==> config.mk <==
export PLATFORM = sky130hd
export DESIGN_NAME = hrw_top
export DESIGN_NICKNAME = d
export VERILOG_FILES = /design/src/rtl/hrw_pkg.sv /design/src/rtl/hrw_fifo.sv /design/src/rtl/hrw_regs.sv /design/src/rtl/hrw_ctrl.sv /design/src/rtl/hrw_top.sv
export SDC_FILE = /design/constraint.sdc
export NUM_CORES = 1
export LEC_CHECK = 0
export BUFFER_PORTS_ARGS = -buffer_cell sky130_fd_sc_hd__buf_2
export CAP_MARGIN = 30
export CELL_PAD_IN_SITES_DETAIL_PLACEMENT = 2
export CELL_PAD_IN_SITES_GLOBAL_PLACEMENT = 2
export CORE_ASPECT_RATIO = 1.25
export CORE_MARGIN = 1
export CORE_UTILIZATION = 41
export DETAILED_ROUTE_END_ITERATION = 7
export GPL_TIMING_DRIVEN = 0
export HOLD_SLACK_MARGIN = 0.1
export PLACE_DENSITY = 0.85
export SETUP_SLACK_MARGIN = 0.1
export SYNTH_ARGS = -nofsm -noshare
export SYNTH_HDL_FRONTEND = slang
export SYNTH_SLANG_ARGS = --single-unit
export TNS_END_PERCENT = 50
==> constraint.sdc <==
create_clock -name clk -period 3.2 [get_ports clk]
set_input_delay 0.32 -clock clk [delete_from_list [all_inputs] [get_ports clk]]
set_output_delay 0.32 -clock clk [all_outputs]
set_load 0.03 [all_outputs]
==> src/rtl/hrw_pkg.sv <==
package hrw_pkg;

   localparam int BYTE_W = 8;
   localparam int WORD_W = 2 * BYTE_W;
   localparam int ADDR_FIELD_W = 21;   // {high[4:0], middle, low}

   // window register select codes
   localparam logic [2:0] SEL_ADR0 = 3'd1;
   localparam logic [2:0] SEL_ADR1 = 3'd2;
   localparam logic [2:0] SEL_ADR2 = 3'd3;
   localparam logic [2:0] SEL_DLO  = 3'd4;
   localparam logic [2:0] SEL_DHI  = 3'd5;

   // target code held in bits [7:6] of the high address byte
   typedef enum logic [1:0] {
      TGT_FIFO   = 2'b00,
      TGT_MEM    = 2'b01,
      TGT_REGBUS = 2'b10,
      TGT_MEMINC = 2'b11
   } tgt_e;

   typedef enum logic [1:0] {
      ST_IDLE,
      ST_XFER,
      ST_ACK,
      ST_HOLD
   } win_state_e;

endpackage

==> src/rtl/hrw_fifo.sv <==
module hrw_fifo #(
   parameter int DEPTH = 31,
   parameter int W     = 16,
   localparam int PW   = (DEPTH > 1) ? $clog2(DEPTH) : 1,
   localparam int CW   = $clog2(DEPTH + 1)
) (
   input  logic          clk,
   input  logic          rst_n,
   input  logic          push,
   input  logic [W-1:0]  din,
   input  logic          pop,
   output logic [W-1:0]  dout,
   output logic          full,
   output logic          empty,
   output logic [CW-1:0] count
);

   logic [W-1:0]  store [DEPTH];
   logic [PW-1:0] wr_ptr, rd_ptr, wr_nxt, rd_nxt;
   logic          push_ok, pop_ok;

   assign full    = (count == CW'(DEPTH));
   assign empty   = (count == '0);
   assign push_ok = push && !full;
   assign pop_ok  = pop && !empty;
   assign dout    = store[rd_ptr];

   generate
      if ((1 << PW) == DEPTH) begin : g_pow2
         assign wr_nxt = wr_ptr + 1'b1;
         assign rd_nxt = rd_ptr + 1'b1;
      end else begin : g_wrap
         assign wr_nxt = (wr_ptr == PW'(DEPTH - 1)) ? '0 : wr_ptr + 1'b1;
         assign rd_nxt = (rd_ptr == PW'(DEPTH - 1)) ? '0 : rd_ptr + 1'b1;
      end
   endgenerate

   always_ff @(posedge clk) begin
      if (!rst_n) begin
         wr_ptr <= '0;
         rd_ptr <= '0;
         count  <= '0;
      end else begin
         if (push_ok) wr_ptr <= wr_nxt;
         if (pop_ok)  rd_ptr <= rd_nxt;
         case ({push_ok, pop_ok})
            2'b10:   count <= count + 1'b1;
            2'b01:   count <= count - 1'b1;
            default: count <= count;
         endcase
      end
   end

   always_ff @(posedge clk) begin
      if (push_ok) store[wr_ptr] <= din;
   end

endmodule

==> src/rtl/hrw_regs.sv <==
module hrw_regs
   import hrw_pkg::*;
(
   input  logic                    clk,
   input  logic                    rst_n,
   input  logic                    byte_we,
   input  logic [2:0]              byte_sel,
   input  logic [BYTE_W-1:0]       byte_wdata,
   input  logic [2:0]              rd_sel,
   output logic [BYTE_W-1:0]       rd_byte,
   input  logic                    word_ld,
   input  logic [WORD_W-1:0]       word_in,
   input  logic                    addr_inc,
   output logic [BYTE_W-1:0]       adr0,
   output logic [BYTE_W-1:0]       adr1,
   output logic [BYTE_W-1:0]       adr2,
   output logic [WORD_W-1:0]       data_word,
   output logic [ADDR_FIELD_W-1:0] addr_word
);

   logic [BYTE_W-1:0] dlo, dhi;

   assign data_word = {dhi, dlo};
   assign addr_word = {adr2[4:0], adr1, adr0};

   always_ff @(posedge clk) begin
      if (!rst_n) begin
         adr0 <= '0;
         adr1 <= '0;
         adr2 <= '0;
         dlo  <= '0;
         dhi  <= '0;
      end else begin
         if (byte_we) begin
            case (byte_sel)
               SEL_ADR0: adr0 <= byte_wdata;
               SEL_ADR1: adr1 <= byte_wdata;
               SEL_ADR2: adr2 <= byte_wdata;
               SEL_DLO:  dlo  <= byte_wdata;
               SEL_DHI:  dhi  <= byte_wdata;
               default:  ;
            endcase
         end
         if (word_ld) {dhi, dlo} <= word_in;
         if (addr_inc) {adr2[4:0], adr1, adr0} <= addr_word + 1'b1;
      end
   end

   always_comb begin
      case (rd_sel)
         SEL_ADR0: rd_byte = adr0;
         SEL_ADR1: rd_byte = adr1;
         SEL_ADR2: rd_byte = adr2;
         SEL_DLO:  rd_byte = dlo;
         SEL_DHI:  rd_byte = dhi;
         default:  rd_byte = '0;
      endcase
   end

endmodule

==> src/rtl/hrw_ctrl.sv <==
module hrw_ctrl
   import hrw_pkg::*;
(
   input  logic              clk,
   input  logic              rst_n,
   input  logic              host_req,
   input  logic              host_we,
   input  logic [2:0]        host_sel,
   output logic              host_ack,
   output logic [BYTE_W-1:0] host_rdata,
   input  logic [BYTE_W-1:0] rd_byte,
   input  tgt_e              tgt,
   input  logic              fifo_full,
   input  logic              mem_ack,
   input  logic [WORD_W-1:0] mem_rdata,
   input  logic              reg_ack,
   input  logic [WORD_W-1:0] reg_rdata,
   output logic              byte_we,
   output logic              word_ld,
   output logic [WORD_W-1:0] word_in,
   output logic              addr_inc,
   output logic              mem_req,
   output logic              reg_req,
   output logic              xfer_we,
   output logic              fifo_push
);

   win_state_e state;
   logic       legal, take, trig, xfer_done;

   assign legal = (host_sel >= SEL_ADR0) && (host_sel <= SEL_DHI);
   assign take  = (state == ST_IDLE) && host_req;
   assign trig  = take && (host_sel == SEL_DHI);

   assign mem_req   = (state == ST_XFER) && (tgt == TGT_MEM || tgt == TGT_MEMINC);
   assign reg_req   = (state == ST_XFER) && (tgt == TGT_REGBUS);
   assign fifo_push = (state == ST_XFER) && (tgt == TGT_FIFO) && xfer_we && !fifo_full;

   always_comb begin
      case (tgt)
         TGT_FIFO:   xfer_done = !fifo_full;
         TGT_REGBUS: xfer_done = reg_ack;
         default:    xfer_done = mem_ack;
      endcase
   end

   always_comb begin
      case (tgt)
         TGT_REGBUS: word_in = reg_rdata;
         TGT_FIFO:   word_in = '0;
         default:    word_in = mem_rdata;
      endcase
   end

   assign byte_we  = take && host_we && legal;
   assign word_ld  = (trig && !host_we && tgt == TGT_FIFO) ||
                     ((state == ST_XFER) && xfer_done && !xfer_we);
   assign addr_inc = (state == ST_XFER) && xfer_done && (tgt == TGT_MEMINC);
   assign host_ack = (state == ST_ACK);

   always_ff @(posedge clk) begin
      if (!rst_n) begin
         state      <= ST_IDLE;
         xfer_we    <= 1'b0;
         host_rdata <= '0;
      end else begin
         case (state)
            ST_IDLE: begin
               if (trig && (host_we || tgt != TGT_FIFO)) begin
                  xfer_we <= host_we;
                  state   <= ST_XFER;
               end else if (take) begin
                  if (!host_we) host_rdata <= trig ? '0 : rd_byte;
                  state <= ST_ACK;
               end
            end
            ST_XFER: begin
               if (xfer_done) begin
                  if (!xfer_we) host_rdata <= word_in[WORD_W-1:BYTE_W];
                  state <= ST_ACK;
               end
            end
            ST_ACK:  state <= host_req ? ST_HOLD : ST_IDLE;
            default: if (!host_req) state <= ST_IDLE;
         endcase
      end
   end

endmodule

==> src/rtl/hrw_top.sv <==
module hrw_top
   import hrw_pkg::*;
#(
   parameter int FIFO_DEPTH = 31,
   parameter int MEM_AW     = 21,
   parameter int REG_W      = 6
) (
   input  logic              clk,
   input  logic              rst_n,
   input  logic              host_req,
   input  logic              host_we,
   input  logic [2:0]        host_sel,
   input  logic [7:0]        host_wdata,
   output logic              host_ack,
   output logic [7:0]        host_rdata,
   input  logic              fifo_pop,
   output logic [15:0]       fifo_dout,
   output logic              fifo_empty,
   output logic              mem_req,
   output logic              mem_we,
   output logic              mem_rom,
   output logic [MEM_AW-1:0] mem_addr,
   output logic [15:0]       mem_wdata,
   input  logic [15:0]       mem_rdata,
   input  logic              mem_ack,
   output logic              reg_req,
   output logic              reg_we,
   output logic [REG_W-1:0]  reg_num,
   output logic [15:0]       reg_wdata,
   input  logic [15:0]       reg_rdata,
   input  logic              reg_ack
);

   localparam int CNT_W = $clog2(FIFO_DEPTH + 1);

   generate
      if (FIFO_DEPTH < 2) begin : g_bad_depth
         $error("hrw_top: FIFO_DEPTH must be at least 2");
      end
      if (MEM_AW < 1 || MEM_AW > ADDR_FIELD_W) begin : g_bad_aw
         $error("hrw_top: MEM_AW must lie in 1..21");
      end
      if (REG_W < 1 || REG_W > 6) begin : g_bad_rw
         $error("hrw_top: REG_W must lie in 1..6");
      end
   endgenerate

   logic [BYTE_W-1:0]       adr0, adr1, adr2, rd_byte;
   logic [WORD_W-1:0]       data_word, word_in;
   logic [ADDR_FIELD_W-1:0] addr_word;
   logic                    byte_we, word_ld, addr_inc, xfer_we;
   logic                    fifo_push, fifo_full;
   logic [CNT_W-1:0]        fifo_count;
   tgt_e                    tgt;

   assign tgt = tgt_e'(adr2[7:6]);

   hrw_regs u_regs (
      .clk        (clk),
      .rst_n      (rst_n),
      .byte_we    (byte_we),
      .byte_sel   (host_sel),
      .byte_wdata (host_wdata),
      .rd_sel     (host_sel),
      .rd_byte    (rd_byte),
      .word_ld    (word_ld),
      .word_in    (word_in),
      .addr_inc   (addr_inc),
      .adr0       (adr0),
      .adr1       (adr1),
      .adr2       (adr2),
      .data_word  (data_word),
      .addr_word  (addr_word)
   );

   hrw_ctrl u_ctrl (
      .clk        (clk),
      .rst_n      (rst_n),
      .host_req   (host_req),
      .host_we    (host_we),
      .host_sel   (host_sel),
      .host_ack   (host_ack),
      .host_rdata (host_rdata),
      .rd_byte    (rd_byte),
      .tgt        (tgt),
      .fifo_full  (fifo_full),
      .mem_ack    (mem_ack),
      .mem_rdata  (mem_rdata),
      .reg_ack    (reg_ack),
      .reg_rdata  (reg_rdata),
      .byte_we    (byte_we),
      .word_ld    (word_ld),
      .word_in    (word_in),
      .addr_inc   (addr_inc),
      .mem_req    (mem_req),
      .reg_req    (reg_req),
      .xfer_we    (xfer_we),
      .fifo_push  (fifo_push)
   );

   hrw_fifo #(
      .DEPTH (FIFO_DEPTH),
      .W     (WORD_W)
   ) u_fifo (
      .clk   (clk),
      .rst_n (rst_n),
      .push  (fifo_push),
      .din   (data_word),
      .pop   (fifo_pop),
      .dout  (fifo_dout),
      .full  (fifo_full),
      .empty (fifo_empty),
      .count (fifo_count)
   );

   assign mem_we    = xfer_we;
   assign mem_rom   = adr0[4];
   assign mem_addr  = addr_word[MEM_AW-1:0];
   assign mem_wdata = data_word;
   assign reg_we    = xfer_we;
   assign reg_num   = adr2[REG_W-1:0];
   assign reg_wdata = data_word;

endmodule

Word-level counts from Yosys, hierarchy flattened:

Memories as Yosys holds them, arrays and structs flattened. A register that Yosys moved wholly into a read port is not among the register bits.
Index checks and enable logic that the tools add are counted.

* ROM bits: 0
* bits in latches: 0
* input port bits: 50
* register bits after elaboration: 66
* RAM bits: 496
* memories: 1
* output and inout port bits: 90

* div/mod/pow operators: 0
* bitwise operators: 0
* $add $sub $neg: 5
* mux-type cells: 38
* reductions and logical operators: 47
* multipliers: 0
* magnitude comparators: 2
* shift operators: 0
* equal/unequal tests: 22

Memories
* u_fifo.store: depth 31, bits a word 16, rd ports 1, clocked after Yosys merged registers in 1, wr ports 1, line hrw_fifo.sv:18 `logic [W-1:0] store [DEPTH];`

Operators by type and width (count)
* 8-bit 2-to-1 mux: 18
* 8-bit one-hot mux with 5 select lines: 1
* 5-bit 2-to-1 mux: 7
* 16-bit one-hot mux with 2 select lines: 1
* 21-bit by 1-bit adder with 21-bit output (second input constant): 1
* 2-bit nonzero test: 10
* 1-bit logical AND: 18
* 8-bit one-hot mux with 2 select lines: 1
* 5-bit by 1-bit adder with 5-bit output (second input constant): 3
* 5-bit == test (second input constant): 3
* 2-bit AND reduction: 7
* 2-bit 2-to-1 mux: 5
* 5-bit one-hot mux with 2 select lines: 1
* 2-bit == test (second input constant): 4
* 2-bit by 1-bit == test with 1-bit output (second input constant): 3
* 3-bit by 2-bit == test with 1-bit output (second input constant): 2
* 3-bit == test (second input constant): 2
* 2-bit != test (second input constant): 3
* 2-bit one-hot mux with 3 select lines: 1
* 6-bit AND reduction: 1
* 5-bit zero test: 1
* 5-bit by 1-bit subtractor with 5-bit output (second input constant): 1
* 1-bit zero test: 4
* 2-bit zero test: 2
* 10 further kinds: 14

Logic depth before layout (Yosys ltp):

* depth in word-level cells: 8
* depth in mapped cells: 12
* depth with buffers taken out: 11

Cells and area by module:

A second synthesis with hierarchy kept.

* cells, all modules: 1510
* area, all modules: 23994.3 µm²

By module, submodules not included
* hrw_fifo: seq. area each 15294.7 µm², cells each 1033, times used 1, area each 20255.7 µm²
* hrw_regs: seq. area each 800.8 µm², cells each 311, times used 1, area each 2570.0 µm²
* hrw_ctrl: seq. area each 220.2 µm², cells each 149, times used 1, area each 1041.0 µm²
* hrw_top: seq. area each 0.0 µm², cells each 17, times used 1, area each 127.6 µm²

Worst setup path after synthesis:

Ideal clock, no wire load.

* kind: register -> register
* start point: register u_regs.adr2[6]
* end point: register u_fifo.count[4]
* buffers on the path: 1
* path slack: 0.154 ns
* period minus slack after synthesis: 3.046 ns
* arrival time: 2.918 ns
* cell stages (with the launch flop): 13
* path through: dfxtp_1 -> clkbuf_1 -> or2_1 -> a2111oi_4 -> inv_1 -> ha_1 -> xor2_1 -> ha_1 -> a211o_1 -> a211o_1 -> a31oi_1 -> xnor2_1 -> nor2_1

* longest elaborated chain between the ends: 7

Ends and longest elaborated chain
* from (decl): line hrw_regs.sv:16 `output logic [BYTE_W-1:0] adr2,`
* from (signal assigned): line hrw_regs.sv:38 `SEL_ADR2: adr2 <= byte_wdata;`
* 2-bit zero test *: line hrw_ctrl.sv:37 `assign fifo_push = (state == ST_XFER) && (tgt == TGT_FIFO) && xfer_we && !fifo_full;`
* 1-bit logical AND * (3 in series): line hrw_ctrl.sv:37
* 1-bit logical AND *: line hrw_fifo.sv:24 `assign push_ok = push && !full;`
* 2-bit by 1-bit == test with 1-bit output or 2-bit == test (tied branches): line hrw_fifo.sv:46 `case ({push_ok, pop_ok})`
* 5-bit one-hot mux with 2 select lines or 2-bit nonzero test (tied branches)
* to (signal assigned): line hrw_fifo.sv:47 `2'b10: count <= count + 1'b1;`
* to (signal assigned): line hrw_fifo.sv:48 `2'b01: count <= count - 1'b1;`
* to (signal assigned): line hrw_fifo.sv:49 `default: count <= count;`
* to (decl): line hrw_fifo.sv:15 `output logic [CW-1:0] count`

Every way passes the cells marked *; elsewhere a longest branch is shown, timed or not.
A chain may end at the register's enable or synchronous reset.

==> out/results.txt <==
Setup-failing EPs final - 0
DP Area - 26160 um2
Max Cap Viol - 0
first-pass GRT wire length - 121900 um
CTS tree - built
detailed placement HPWL - 57850 um
yosys warns - 0
PwrDens - 546.9 nW/um2
I/O pin cnt - 140
clock root cell - clkbuf_16
crit-path cells - buf_12 > buf_12 > mux4_2 > mux2i_1 > o22a_1 > o221ai_1 > buf_4
max-slew violation count - 0
Via Count - 15200
initial antenna violation count - 0
DRC - 0
Syn Nets - 1428
vias in the first global route - 16200
Layout Utilization - 0.5113
Peak VDD IR - 396.6 uV
routed length per placed instance - 35.75 um
Rows - 97
final wirelength - 86580 um
final layout net count - 1696
Synth area leader - edfxtp_1
asr flop ratio synth - 0
Pwr Total - 15.75 mW
RSZ-0062 raised after global routing - yes
GRT Overall Usage - 0.2946
H-tree lvl count - 2
drt first-iter violations - 1391
post-route ant nets - 0
Least-Margin Pin Slew - 1.031 ns
WP data required - 2.88 ns
flops & latches, synth - 567
WP buf/inv - 3
Synth top area share - 0.6341
register area share after synthesis - 0.6947
Setup Skew - 0.04171 ns
DR pass1 iterations - 5
final hold violation count - 0
clk_lat worst skew - 0.64 ns
share of cells above drive strength 1 - 0.3357
Peak Freq - 322.8 MHz
Post-synth EDFFs - 496
clock transition time at the flip-flop clock pins of the worst setup and hold paths - 0.07 ns
IO Port Bufs - 137
Synth Instances - 1367
most frequent cell after synthesis - edfxtp_1
core box area - 56310 um2
Setup CP Type - reg2out
Lkg Pwr - 9.665 nW
dominant synthesized flop cell - edfxtp_1
slowest CP cell - mux4_2
die width - 216.1 um
Tmin final - 3.098 ns
Via density - 6.275
CTS Sinks - 567
die area - 58250 um2
largest net degree at the start of global routing - 34
post-route cell area - 28790 um2
cts bufs inserted - 56
synthesis-to-finish area growth - 22.59%
most used cell, CP - buf_12
Worst path top cell family by delay - multiplexers
dominant cells by area after synthesis - edfxtp_1 (63%), mux4_2 (11%), dfxtp_1 (6.1%)
crit-path max FO - 10
worst hold path type - in2reg
Ant. Diodes - 0
post-route clock period utilization - 0.9680
status - complete, no violations
synth cell count leaders - edfxtp_1 (496), mux4_2 (112), mux2i_1 (110)
CTS max path bufs - 3
crit start category - flop
crit end category - output pin
grt total ovfl - 0
Avg Cell Area, Syn - 17.18 um2
Arrival @ worst endpoint - 2.78 ns
library cells used by synthesis - 72
routability congestion estimate - 0.8592
Die Ht - 269.6 um
worst rel slew slack - 0.3119
Worst path max stage delay - 0.56 ns
initial core utilization - 0.4171
Post-Syn Area - 23490 um2
tightest hold or removal path, cell delays in order:
cell,delay [ns]
buf_2,0.09
a221oi_2,0.08
a211oi_1,0.22
metrics by stage:
step	hold WS [ns]	TNS [ns]	cells	setup slack (ns)
after floorplan	0.4560	0	1367	0.1545
after global placement	0.5154	-242.43	2246	-0.7741
after detailed placement	0.5314	-7.277	2292	-0.3478
after CTS	0.1044	0	2405	0.05271
after global routing	0.1345	0	2422	0.01970
final	0.1398	0	2422	0.1024
power breakdown:
part           internal, mW  leakage, nW  switching, mW
combinational         0.196         3.56          0.371
sequential             8.06         5.16         0.0775
clock                  4.01        0.938           3.03
per-layer routing:
metal	global-route usage	share of wire	vias up
li1	-	-	6042
met4	0.1318	0.049	0
met5	0	0	-
met2	0.5069	0.51	806
met1	0.3685	0.39	8138
met3	0.04083	0.060	212
cells in the final DEF, fill, tap and decap left out, drive strengths merged, types with 9 or more instances in the layout:
| master | instances |
|---|---|
| a21oi | 33 |
| ha | 11 |
| o221ai | 14 |
| o22a | 16 |
| nor2 | 68 |
| clkinv | 26 |
| o22ai | 9 |
| mux2i | 110 |
| buf | 275 |
| inv | 15 |
| nand4 | 9 |
| clkbuf | 106 |
| a22oi | 10 |
| a211oi | 20 |
| nand2b | 9 |
| nand3 | 16 |
| nand2 | 58 |
| mux4 | 112 |
| dfxtp | 71 |
| edfxtp | 496 |
| o21ai | 39 |
repair_timing:
item,CTS,global route
buffers inserted,3,12
endpoints found under the setup margin,199,36
gates resized for setup,102,33
pin swaps,1,1
hold buffers,7,0
endpoints found under the hold margin,9,0
path summary, 6_finish.rpt:
check | start | end | slack [ns] | cells after the start
setup / recovery | flop | fifo_dout[14] | 0.10 | 7
hold / removal | reg_rdata[3] | u_regs.dlo[3] | 0.14 | 3
setup reg to reg | u_regs.adr2[6] | u_fifo.store[1][14] | 0.14 | 7
hold reg to reg | u_ctrl.host_rdata[7] | u_ctrl.host_rdata[7] | 0.55 | 2
layout make-up:
| type | count | area [um2] |
|---|---|---|
| multi-input combinational | 676 | 6794 |
| fill | 5099 | 27520 |
| clock inverter | 36 | 385.4 |
| timing repair buffer | 210 | 1969 |
| buffer | 111 | 833.3 |
| tap | 742 | 928.4 |
| inverter | 13 | 48.80 |
| sequential | 567 | 16320 |
| clock buffer | 67 | 1515 |
flip-flops by register name (all words and copies together) (netlist names), named ones only:
| signal | count |
|---|---|
| u_fifo.rd_ptr | 5 |
| u_regs.adr1 | 8 |
| u_regs.adr0 | 8 |
| u_fifo.wr_ptr | 5 |
| u_regs.dlo | 8 |
| u_fifo.count | 5 |
| u_ctrl.xfer_we | 1 |
| u_regs.adr2 | 8 |
| u_fifo.store | 496 |
| u_ctrl.host_rdata | 8 |
| u_ctrl.state | 2 |
| u_regs.dhi | 8 |
logic make-up after synthesis:
| logic type | after synthesis | share of synthesized area |
|---|---|---|
| multiplexers | 226 | 0.1562 |
| AND/OR/NAND/NOR | 218 | 0.04709 |
| XOR/XNOR | 12 | 0.004475 |
| buffers and inverters | 124 | 0.02653 |
| adder cells (fa/ha/maj) | 11 | 0.005860 |
| AO/OA/AOI/OAI | 209 | 0.06520 |
| flip-flops | 567 | 0.6947 |
(Power assumes the default switching activity.)
